--- src/rtl/coef_boot_pkg.sv ---
// Shared types for the power-up coefficient loader.
package coef_boot_pkg;
    typedef enum logic [2:0] {
        S_IDLE,
        S_SENT_REQ,
        S_SENT_WAIT,
        S_LOAD_REQ,
        S_LOAD_WAIT,
        S_FLUSH,
        S_DONE
    } boot_state_t;
endpackage

--- src/rtl/cbl_sequencer.sv ---
// Read sequencer: fetches the marker word, picks the page base and then walks
// the two-page region one word at a time.
// Assumes: one src_rd_valid pulse per accepted request, never in the request cycle.
module cbl_sequencer
    import coef_boot_pkg::*;
#(
    parameter int SRC_AW    = 11,
    parameter int DATA_W    = 16,
    parameter int PAGE_AW   = 8,
    parameter int DEF_PAGE  = 0,
    parameter int CUS_PAGE  = 2,
    localparam int REGION_AW = PAGE_AW + 1
) (
    input  logic                 clk,
    input  logic                 rst_n,
    input  logic                 src_busy,
    input  logic                 src_rd_valid,
    input  logic [DATA_W-1:0]    src_rd_data,
    output logic                 src_rd_req,
    output logic [SRC_AW-1:0]    src_addr,
    output logic                 word_fire,
    output logic [REGION_AW-1:0] word_idx,
    output logic [DATA_W-1:0]    word_data,
    output logic                 load_done
);
    localparam logic [SRC_AW-1:0]    SENT_ADDR = SRC_AW'(CUS_PAGE * (2 ** PAGE_AW));
    localparam logic [SRC_AW-1:0]    DEF_BASE  = SRC_AW'(DEF_PAGE * (2 ** PAGE_AW));
    localparam logic [SRC_AW-1:0]    CUS_BASE  = SENT_ADDR;
    localparam logic [REGION_AW-1:0] LAST_IDX  = REGION_AW'((2 ** REGION_AW) - 1);

    boot_state_t          state;
    logic [REGION_AW-1:0] idx;
    logic                 use_custom;
    logic [SRC_AW-1:0]    base;

    // Address and request generation from the current state.
    always_comb begin
        base       = use_custom ? CUS_BASE : DEF_BASE;
        src_addr   = (state == S_SENT_REQ || state == S_SENT_WAIT)
                     ? SENT_ADDR : base + SRC_AW'(idx);
        src_rd_req = (state == S_SENT_REQ || state == S_LOAD_REQ) && !src_busy;
        word_fire  = (state == S_LOAD_WAIT) && src_rd_valid;
        word_idx   = idx;
        word_data  = src_rd_data;
        load_done  = (state == S_DONE);
    end

    // Load sequence state, word index and page choice.
    always_ff @(posedge clk) begin
        if (!rst_n) begin
            state      <= S_IDLE;
            idx        <= '0;
            use_custom <= 1'b0;
        end else begin
            case (state)
                S_IDLE:      state <= S_SENT_REQ;
                S_SENT_REQ:  if (src_rd_req) state <= S_SENT_WAIT;
                S_SENT_WAIT: if (src_rd_valid) begin
                    use_custom <= (src_rd_data != '0);
                    state      <= S_LOAD_REQ;
                end
                S_LOAD_REQ:  if (src_rd_req) state <= S_LOAD_WAIT;
                S_LOAD_WAIT: if (src_rd_valid) begin
                    if (idx == LAST_IDX) begin
                        state <= S_FLUSH;
                    end else begin
                        idx   <= idx + 1'b1;
                        state <= S_LOAD_REQ;
                    end
                end
                S_FLUSH:     state <= S_DONE;
                default:     state <= S_DONE;
            endcase
        end
    end
endmodule

--- src/rtl/cbl_pair_packer.sv ---
// Pair packer: keeps the even source word and, on the odd one, issues a
// registered 32-bit write at the pair's half-address.
// Assumes: words arrive in ascending index order starting at an even index.
module cbl_pair_packer #(
    parameter int DATA_W    = 16,
    parameter int REGION_AW = 9,
    localparam int DST_AW   = REGION_AW - 1
) (
    input  logic                 clk,
    input  logic                 rst_n,
    input  logic                 word_fire,
    input  logic [REGION_AW-1:0] word_idx,
    input  logic [DATA_W-1:0]    word_data,
    output logic                 wr_en,
    output logic [DST_AW-1:0]    wr_addr,
    output logic [2*DATA_W-1:0]  wr_data
);
    logic [DATA_W-1:0] hi_half;

    // Capture the upper half and emit the joined word one cycle after the odd word.
    always_ff @(posedge clk) begin
        if (!rst_n) begin
            hi_half <= '0;
            wr_en   <= 1'b0;
            wr_addr <= '0;
            wr_data <= '0;
        end else begin
            wr_en <= 1'b0;
            if (word_fire) begin
                if (!word_idx[0]) begin
                    hi_half <= word_data;
                end else begin
                    wr_en   <= 1'b1;
                    wr_addr <= word_idx[REGION_AW-1:1];
                    wr_data <= {hi_half, word_data};
                end
            end
        end
    end
endmodule

--- src/rtl/cbl_write_mux.sv ---
// RAM port owner: the loader while loading, the external port afterwards.
// Assumes: load_done never falls except through reset.
module cbl_write_mux #(
    parameter int DST_AW = 8,
    parameter int WORD_W = 32
) (
    input  logic              load_done,
    input  logic              ld_wr_en,
    input  logic [DST_AW-1:0] ld_wr_addr,
    input  logic [WORD_W-1:0] ld_wr_data,
    input  logic              ext_wr_en,
    input  logic [DST_AW-1:0] ext_wr_addr,
    input  logic [WORD_W-1:0] ext_wr_data,
    output logic              ram_wr_en,
    output logic [DST_AW-1:0] ram_wr_addr,
    output logic [WORD_W-1:0] ram_wr_data
);
    // Select the write source by load phase.
    always_comb begin
        if (load_done) begin
            ram_wr_en   = ext_wr_en;
            ram_wr_addr = ext_wr_addr;
            ram_wr_data = ext_wr_data;
        end else begin
            ram_wr_en   = ld_wr_en;
            ram_wr_addr = ld_wr_addr;
            ram_wr_data = ld_wr_data;
        end
    end
endmodule

--- src/rtl/coef_boot_loader.sv ---
// Top: power-up coefficient loader. Chooses the factory or the custom page pair
// from a marker word and copies it as packed 32-bit words into the coefficient RAM.
// Assumes: source memory with busy/valid handshake and arbitrary read latency.
module coef_boot_loader #(
    parameter int SRC_AW   = 11,
    parameter int DATA_W   = 16,
    parameter int PAGE_AW  = 8,
    parameter int DEF_PAGE = 0,
    parameter int CUS_PAGE = 2,
    localparam int REGION_AW = PAGE_AW + 1,
    localparam int DST_AW    = REGION_AW - 1,
    localparam int WORD_W    = 2 * DATA_W
) (
    input  logic              clk,
    input  logic              rst_n,
    input  logic              src_busy,
    output logic              src_rd_req,
    output logic [SRC_AW-1:0] src_addr,
    input  logic              src_rd_valid,
    input  logic [DATA_W-1:0] src_rd_data,
    input  logic              ext_wr_en,
    input  logic [DST_AW-1:0] ext_wr_addr,
    input  logic [WORD_W-1:0] ext_wr_data,
    output logic              ram_wr_en,
    output logic [DST_AW-1:0] ram_wr_addr,
    output logic [WORD_W-1:0] ram_wr_data,
    output logic              load_done,
    output logic              load_busy
);
    logic                 word_fire;
    logic [REGION_AW-1:0] word_idx;
    logic [DATA_W-1:0]    word_data;
    logic                 ld_wr_en;
    logic [DST_AW-1:0]    ld_wr_addr;
    logic [WORD_W-1:0]    ld_wr_data;

    cbl_sequencer #(
        .SRC_AW(SRC_AW), .DATA_W(DATA_W), .PAGE_AW(PAGE_AW),
        .DEF_PAGE(DEF_PAGE), .CUS_PAGE(CUS_PAGE)
    ) u_seq (
        .clk(clk), .rst_n(rst_n), .src_busy(src_busy),
        .src_rd_valid(src_rd_valid), .src_rd_data(src_rd_data),
        .src_rd_req(src_rd_req), .src_addr(src_addr),
        .word_fire(word_fire), .word_idx(word_idx), .word_data(word_data),
        .load_done(load_done)
    );

    cbl_pair_packer #(.DATA_W(DATA_W), .REGION_AW(REGION_AW)) u_pack (
        .clk(clk), .rst_n(rst_n), .word_fire(word_fire),
        .word_idx(word_idx), .word_data(word_data),
        .wr_en(ld_wr_en), .wr_addr(ld_wr_addr), .wr_data(ld_wr_data)
    );

    cbl_write_mux #(.DST_AW(DST_AW), .WORD_W(WORD_W)) u_mux (
        .load_done(load_done),
        .ld_wr_en(ld_wr_en), .ld_wr_addr(ld_wr_addr), .ld_wr_data(ld_wr_data),
        .ext_wr_en(ext_wr_en), .ext_wr_addr(ext_wr_addr), .ext_wr_data(ext_wr_data),
        .ram_wr_en(ram_wr_en), .ram_wr_addr(ram_wr_addr), .ram_wr_data(ram_wr_data)
    );

    // Busy status is the complement of completion.
    assign load_busy = !load_done;
endmodule

--- config.mk ---
export PLATFORM = sky130hd
export DESIGN_NAME = coef_boot_loader
export DESIGN_NICKNAME = d
export VERILOG_FILES = /design/src/rtl/coef_boot_pkg.sv /design/src/rtl/cbl_sequencer.sv /design/src/rtl/cbl_pair_packer.sv /design/src/rtl/cbl_write_mux.sv /design/src/rtl/coef_boot_loader.sv
export SDC_FILE = /design/constraint.sdc
export NUM_CORES = 1
export LEC_CHECK = 0
export ABC_AREA = 1
export BUFFER_PORTS_ARGS = -buffer_cell sky130_fd_sc_hd__buf_2
export CORE_ASPECT_RATIO = 1.25
export CORE_MARGIN = 8
export CORE_UTILIZATION = 50
export DETAILED_ROUTE_END_ITERATION = 16
export PLACE_DENSITY = 0.86
export SYNTH_ARGS = -nofsm -noshare
export SYNTH_HDL_FRONTEND = slang
export SYNTH_SLANG_ARGS = --single-unit
--- constraint.sdc ---
create_clock -name clk -period 2.29 [get_ports clk]
set_clock_uncertainty 0.05 [all_clocks]
set_input_delay 0.1145 -clock clk [delete_from_list [all_inputs] [get_ports clk]]
set_output_delay 0.1145 -clock clk [all_outputs]
set_load 0.01 [all_outputs]
==> run summary, run 1 <==
* layout filler cell count: 602
* leading post-synthesis cells by cell area: dfxtp_1, nand2_1, nand3_1, a21oi_1, nor2_1
* peak supply drop: 0.3580 mV
* most used routing layer in global routing: met2
* later-pin clock latency in the skew report: 0.35 ns
* largest fanout of any net on the critical path: 43
* netlist area before placement: 0.003421 mm2
* leading register cell type out of synthesis: dfxtp_1
* relative slew slack: 0.6485
* final net count: 683
* Iter 0 DRT Violations: 266
* Routed Antenna Nets: 0
* initial antenna violation count: 0
* Least-Margin Pin Slew: 0.5267 ns
* RSZ-0062 raised after global routing: no
* Leakage Power: 1.941 nW
* total nets after synthesis: 585
* flip-flop and latch count after synthesis: 70
* count of synthesis-stage warnings from yosys: 0
* power density normalized to cell area: 628.9 mW/mm2
* final HPWL from detailed placement: 6967 um
* overall die area: 0.009761 mm2
* clock buffer depth: 2
* CTS tree: yes
* detailed-route wire length per cell: 13.66 um
* fraction of the yosys area taken by sequential cells: 0.4097
* met2 usage in global routing: 0.3514
* fraction of registers with async set or reset after synthesis: 0
* vias in the first global route: 3530
* critical path class: reg2out
* library cells used by synthesis: 25
* min-delay src: src_rd_data[11]
* row cnt: 33
* arrival time of data at the critical path endpoint: 1.87 ns
* number of setup buffers added after CTS: 0
* critical path data required time: 2.13 ns
* maximum clock frequency: 491.3 MHz
* global router's overall resource usage: 0.1960
* die height: 108.5 um
* vias per std cell: 5.143
* final setup TNS: 0 ns
* pin count of the biggest net entering global routing: 56
* # IOs: 116
* Final Max Slew Viols: 0
* outcome: completed
* count of flip-flops with a built-in enable after synthesis: 0
* GR Overflow Total: 0
* most repeated cell in the gate-level netlist after synthesis: nand2_1
* number of clock sinks: 70
* diode count: 0
* Final setup violation count: 0
* input/output buffers: 114
* class of the worst hold path: in2reg
* met1 Track Usage GR: 0.2121
* met3 layer usage reported by global route: 0.06306
* Final Total Pwr: 0.002644 W
* count of mapped cells out of synthesis: 522
* average size of a mapped cell: 6.553 um2
* Yosys top cell area share: 0.4097
* CTS H-Tree Depth: 3
* worst r2r src: u_seq.word_idx[1]$_SDFFE_PN0P_
* Pre-Repair DR Iteration Count: 5
* post-route core utilization: 0.6364
* Initial Util: 0.5178
* share of final-layout standard cells stronger than drive strength 1: 0.2336
* Num CTS Buffers: 9
* max-capacitance violation count: 0
* DRC Markers: 0
* most used standard cells in the synthesized netlist: nand2_1, dfxtp_1, nand3_1, a21oi_1, nor2_1
* routability congestion estimate: 0.8919
* global-route wire length before repair: 16090 um
* register clock-pin slew on the reported worst setup and hold paths: 0.08 ns
* endpoints failing hold: 0
* die boundary width: 89.98 um
* library cell occupying the most area in the post-synthesis netlist: dfxtp_1
* core area: 0.006606 mm2
* Min Clock Period, post-route: 2.036 ns
* growth of design area from synthesis to finish: 22.90%
* clk root buf: clkbuf_8
* final wirelength: 9727 um
* launch point of the worst path: u_seq.state[1]$_SDFFE_PN0P_
* ratio of final minimum period to clock period: 0.8889
* vias post-DR: 3662
* type of destination of the critical path: output port
* Critical Path Source Type: flip-flop
==> worst paths after layout <==
path | slack (ns) | to | cells past startpoint
setup / recovery | 0.25 | ram_wr_data[29] | 6
setup reg to reg | 0.39 | u_seq.word_idx[4]$_SDFFE_PN0P_ | 10
hold reg to reg | 0.41 | u_pack.wr_data[27]$_SDFFE_PN0P_ | 2
hold / removal | 0.01 | u_pack.wr_data[11]$_SDFFE_PN0P_ | 3
==> state kept, by name (all words and copies together) (netlist names) <==
signal,flops
u_pack.wr_data,32
u_pack.hi_half,16
u_seq.word_idx,9
u_pack.wr_addr,8
u_seq.state,3
u_pack.wr_en,1
u_seq.use_custom,1
==> routing by layer <==
metal | up-vias | part of all wire
li1 | 1869 | -
met1 | 1671 | 0.40
met2 | 106 | 0.51
met3 | 16 | 0.062
met4 | 0 | 0.021
met5 | - | 0
==> final cells by class <==
class                           instances  area (um2)  area share
Clock inverter                          5       81.33     0.01935
Clock buffer                           11       151.4     0.03601
Inverter                               21       81.33     0.01935
Multi-Input combinational cell        396        1734      0.4125
Tap cell                               87       108.9     0.02589
Sequential cell                        70        1401      0.3333
Timing Repair Buffer                  122       645.6      0.1536
==> through the flow <==
stage,setup slack (ns),cells,instance area [um2],hold slack [ns]
after global placement,0.4727,695,3959,0.3629
after global routing,0.1034,712,4204,0.007350
after floorplan,0.6725,522,3421,0.2289
after detailed placement,0.4059,695,3959,0.3644
final,0.2545,712,4204,0.01229
after CTS,0.1883,712,4202,0.002735
==> what timing repair did <==
item / CTS / global route
endpoints found under the hold margin: 1 / 0
resized for setup: 0 / 2
setup endpoints to repair: 0 / 6
hold buffers: 1 / 0
==> critical path, cell delays in order (launching register included) <==
cell,delay [ns]
dfxtp_1,0.51
nand2_1,0.14
nor2_4,0.13
buf_4,0.40
nand2_1,0.12
nand2_1,0.10
buf_2,0.13
==> power by group <==
part | internal (W) | total [W] | switching [W]
sequential | 0.00123 | 0.00126 | 0.0000237
clock | 0.000672 | 0.00114 | 0.000463
combinational | 0.0000940 | 0.000253 | 0.000159
==> cell usage in the layout (no fill, tap or decap), types with 2 or more instances in the layout <==
master and instances:
nand2_1 204, buf_2 114, dfxtp_1 70, nand3_1 69, a21oi_1 61, nor2_1 37, inv_1 17, clkbuf_8 11
o21ai_0 6, buf_4 6, nor3_1 4, nor2_4 3, inv_2 2, nand4_1 2, ha_1 2, bufinv_16 2
==> cell families after synthesis <==
family | after synthesis | synth area share
DFF | 70 | 0.4097
AOI/OAI and AO/OA | 69 | 0.1020
and+or+nand+nor | 323 | 0.3925
xor gates and xnor gates | 1 | 0.002561
other | 1 | 0.001096
adders and majority gates | 2 | 0.007314
buffers and inverters | 56 | 0.08486
(Power assumes the default switching activity.)
==> inputs of run 2 (changes only) <==
--- a/config.mk
+++ b/config.mk
@@ -11,6 +11,7 @@
 export CORE_MARGIN = 8
 export CORE_UTILIZATION = 50
 export DETAILED_ROUTE_END_ITERATION = 16
+export MAX_ROUTING_LAYER = met4
 export PLACE_DENSITY = 0.86
 export SYNTH_ARGS = -nofsm -noshare
 export SYNTH_HDL_FRONTEND = slang
==> run 2 against run 1 <==
  * Setup slack gained 0.0052 ns
  * Combinational power is essentially flat
  * Routed wire length grew 0.14%
  * Global-route usage grew 0.80 points
  * Maximum frequency grew 0.26%
  * First-iteration DRC count grew 38%
  * Sequential share of layout area grew 0.44 points
  * Critical path depth is the same
  * Core utilization shrank 0.83 points
  * Design area shrank 1.3%
  * Count of clock-buffer cells in the layout grew 2
==> run summary, run 2 (synthesis results as in run 1) <==
* number of cells on the worst hold path: 3
* final HPWL from detailed placement: 7001 um
* critical path data required time: 2.13 ns
* final standard cell area without fillers: 0.004149 mm2
* # IOs: 116
* GR Overflow Total: 0
* final wirelength: 9741 um
* Critical Path Source Type: flip-flop
* input/output buffers: 114
* later-pin clock latency in the skew report: 0.34 ns
* RSZ-0062 raised after global routing: no
* endpoints failing hold: 0
* Crit-path slowest cell: dfxtp_1
* type of destination of the critical path: output port
* share of final-layout standard cells stronger than drive strength 1: 0.2279
* initial antenna violation count: 0
* r2r endpoint: u_seq.word_idx[3]$_SDFFE_PN0P_
* Routed Antenna Nets: 0
* relative slew slack: 0.5921
* CP peak stage delay: 0.52 ns
* final setup TNS: 0 ns
* CTS tree: yes
* Worst Hold Path EP: u_pack.wr_data[14]$_SDFFE_PN0P_
* worst slack at placement: 0.3714 ns
* final net count: 681
* Pre-Repair DR Iteration Count: 5
* register containing the most flip-flops in the final layout: u_pack.wr_data
* global router's overall resource usage: 0.2040
* most common library cell in the layout ignoring fill and taps: nand2_1
* vias in the first global route: 3555
* pin count of the biggest net entering global routing: 60
* hold-fix buffers at CTS: 0
* ratio of final minimum period to clock period: 0.8866
* core area: 0.006606 mm2
* post-route core utilization: 0.6280
* global-route wire length before repair: 16150 um
* Num CTS Buffers: 9
* growth of design area from synthesis to finish: 21.29%
* DP Area: 0.003951 mm2
* overall die area: 0.009761 mm2
* class of the worst hold path: in2reg
* R2R depth: 10
* most used cell along the critical path: nand2_1
* CTS H-Tree Depth: 3
* DRC Markers: 0
* power density normalized to cell area: 599.8 mW/mm2
* min-delay src: src_rd_data[14]
* Initial Util: 0.5178
* vias per std cell: 5.194
* Leakage Power: 1.914 nW
* largest fanout of any net on the critical path: 43
* register clock-pin slew on the reported worst setup and hold paths: 0.07 ns
* flip-flop count of the largest register after layout: 32
* detailed-route wire length per cell: 13.70 um
* die height: 108.5 um
* reg2reg setup slack: 0.34 ns
* Min Clock Period, post-route: 2.030 ns
* commonest cells after routing, fill and taps aside: nand2_1, buf_2, dfxtp_1
* Iter 0 DRT Violations: 366
* maximum clock frequency: 492.5 MHz
* routability congestion estimate: 0.9066
* Final setup violation count: 0
* peak supply drop: 0.4204 mV
* worst r2r src: u_seq.word_idx[1]$_SDFFE_PN0P_
* post-route setup slack: 0.2597 ns
* number of setup buffers added after CTS: 0
* cell chain of the critical path: nand2_1 > nor2_4 > buf_4 > nand2_1 > nand2_1 > buf_2
* Final Max Slew Viols: 0
* Least-Margin Pin Slew: 0.6119 ns
* die boundary width: 89.98 um
* vias post-DR: 3693
* number of stages on the worst setup path: 6
* buffers and inverters on the worst path: 2
* clk root buf: clkbuf_8
* critical path class: reg2out
* clock buffer depth: 2
* row cnt: 33
* max-capacitance violation count: 0
* outcome: completed
* arrival time of data at the critical path endpoint: 1.87 ns
* number of clock sinks: 70
* kind of cell adding the most delay to the critical path: flip-flops
run 2: cell types whose count changed in the layout (fill, tap and decap cells not counted):
cell and change:
clkinvlp_4 -1, bufinv_16 -1, clkbuf_1 +3, buf_4 -1
dlygate4sd3_1 -1, clkbuf_8 -1, diode_2 +1
run 2: what timing repair did:
item | CTS | global route
endpoints found under the hold margin | 0 | 0
resized for setup | 0 | 2
setup endpoints to repair | 0 | 3
run 2: layout make-up:
cell class              count  area [um2]
fillers                   612        2457
diodes                      1       2.502
clock inverters             3       43.79
well taps                  87       108.9
multi-input cells         396        1734
inverters                  21       81.33
repair buffers            120       628.1
clock buffers              13       148.9
flip-flops and latches     70        1401
run 2: per-stage QoR:
| stage | power, W | hold slack (ns) | cells |
|---|---|---|---|
| floorplan | 0.001429 | 0.2289 | 522 |
| global placement | 0.001527 | 0.3642 | 694 |
| detailed placement | 0.001532 | 0.3710 | 694 |
| CTS | 0.002494 | 0.003670 | 710 |
| global route | 0.002598 | 0.001572 | 710 |
| finish | 0.002488 | 0.009239 | 711 |
run 2: worst reg2reg max path, cell delays in order (launching register included):
cell and delay [ns]:
dfxtp_1 0.35, ha_1 0.23, nand2_1 0.11, nor3_1 0.06, ha_1 0.19, inv_1 0.07, nand2_1 0.06, nor2_2 0.44
nand3b_1 0.15, nand2_1 0.10, nor2_1 0.04
run 2: where the power goes:
part	switching (W)	internal, W	leakage, nW
registers	0.0000245	0.00123	0.564
logic	0.000158	0.0000917	1.25
clock network	0.000448	0.000535	0.0976
total	0.000630	0.00186	1.91
run 2: layer usage:
metal	GRT usage	part of all wire	vias up
li1	-	-	1872
met1	0.2150	0.40	1667
met3	0.05683	0.068	18
met5	-	0	-
met2	0.3577	0.51	136
met4	0.07747	0.015	0
run 2: worst max-delay path by stage:
stage | start | slack, ns | endpoint
after floorplan | u_seq.word_idx[1]$_SDFFE_PN0P_ | 0.67 | u_seq.word_idx[6]$_SDFFE_PN0P_
after global placement | u_seq.word_idx[1]$_SDFFE_PN0P_ | 0.47 | u_seq.word_idx[4]$_SDFFE_PN0P_
after detailed placement | u_seq.word_idx[1]$_SDFFE_PN0P_ | 0.37 | u_seq.word_idx[4]$_SDFFE_PN0P_
after CTS | u_seq.state[0]$_SDFFE_PN0P_ | 0.16 | ram_wr_data[11]
after global routing | u_seq.state[1]$_SDFFE_PN0P_ | 0.10 | ram_wr_data[25]
final | u_seq.state[1]$_SDFFE_PN0P_ | 0.26 | ram_wr_data[7]
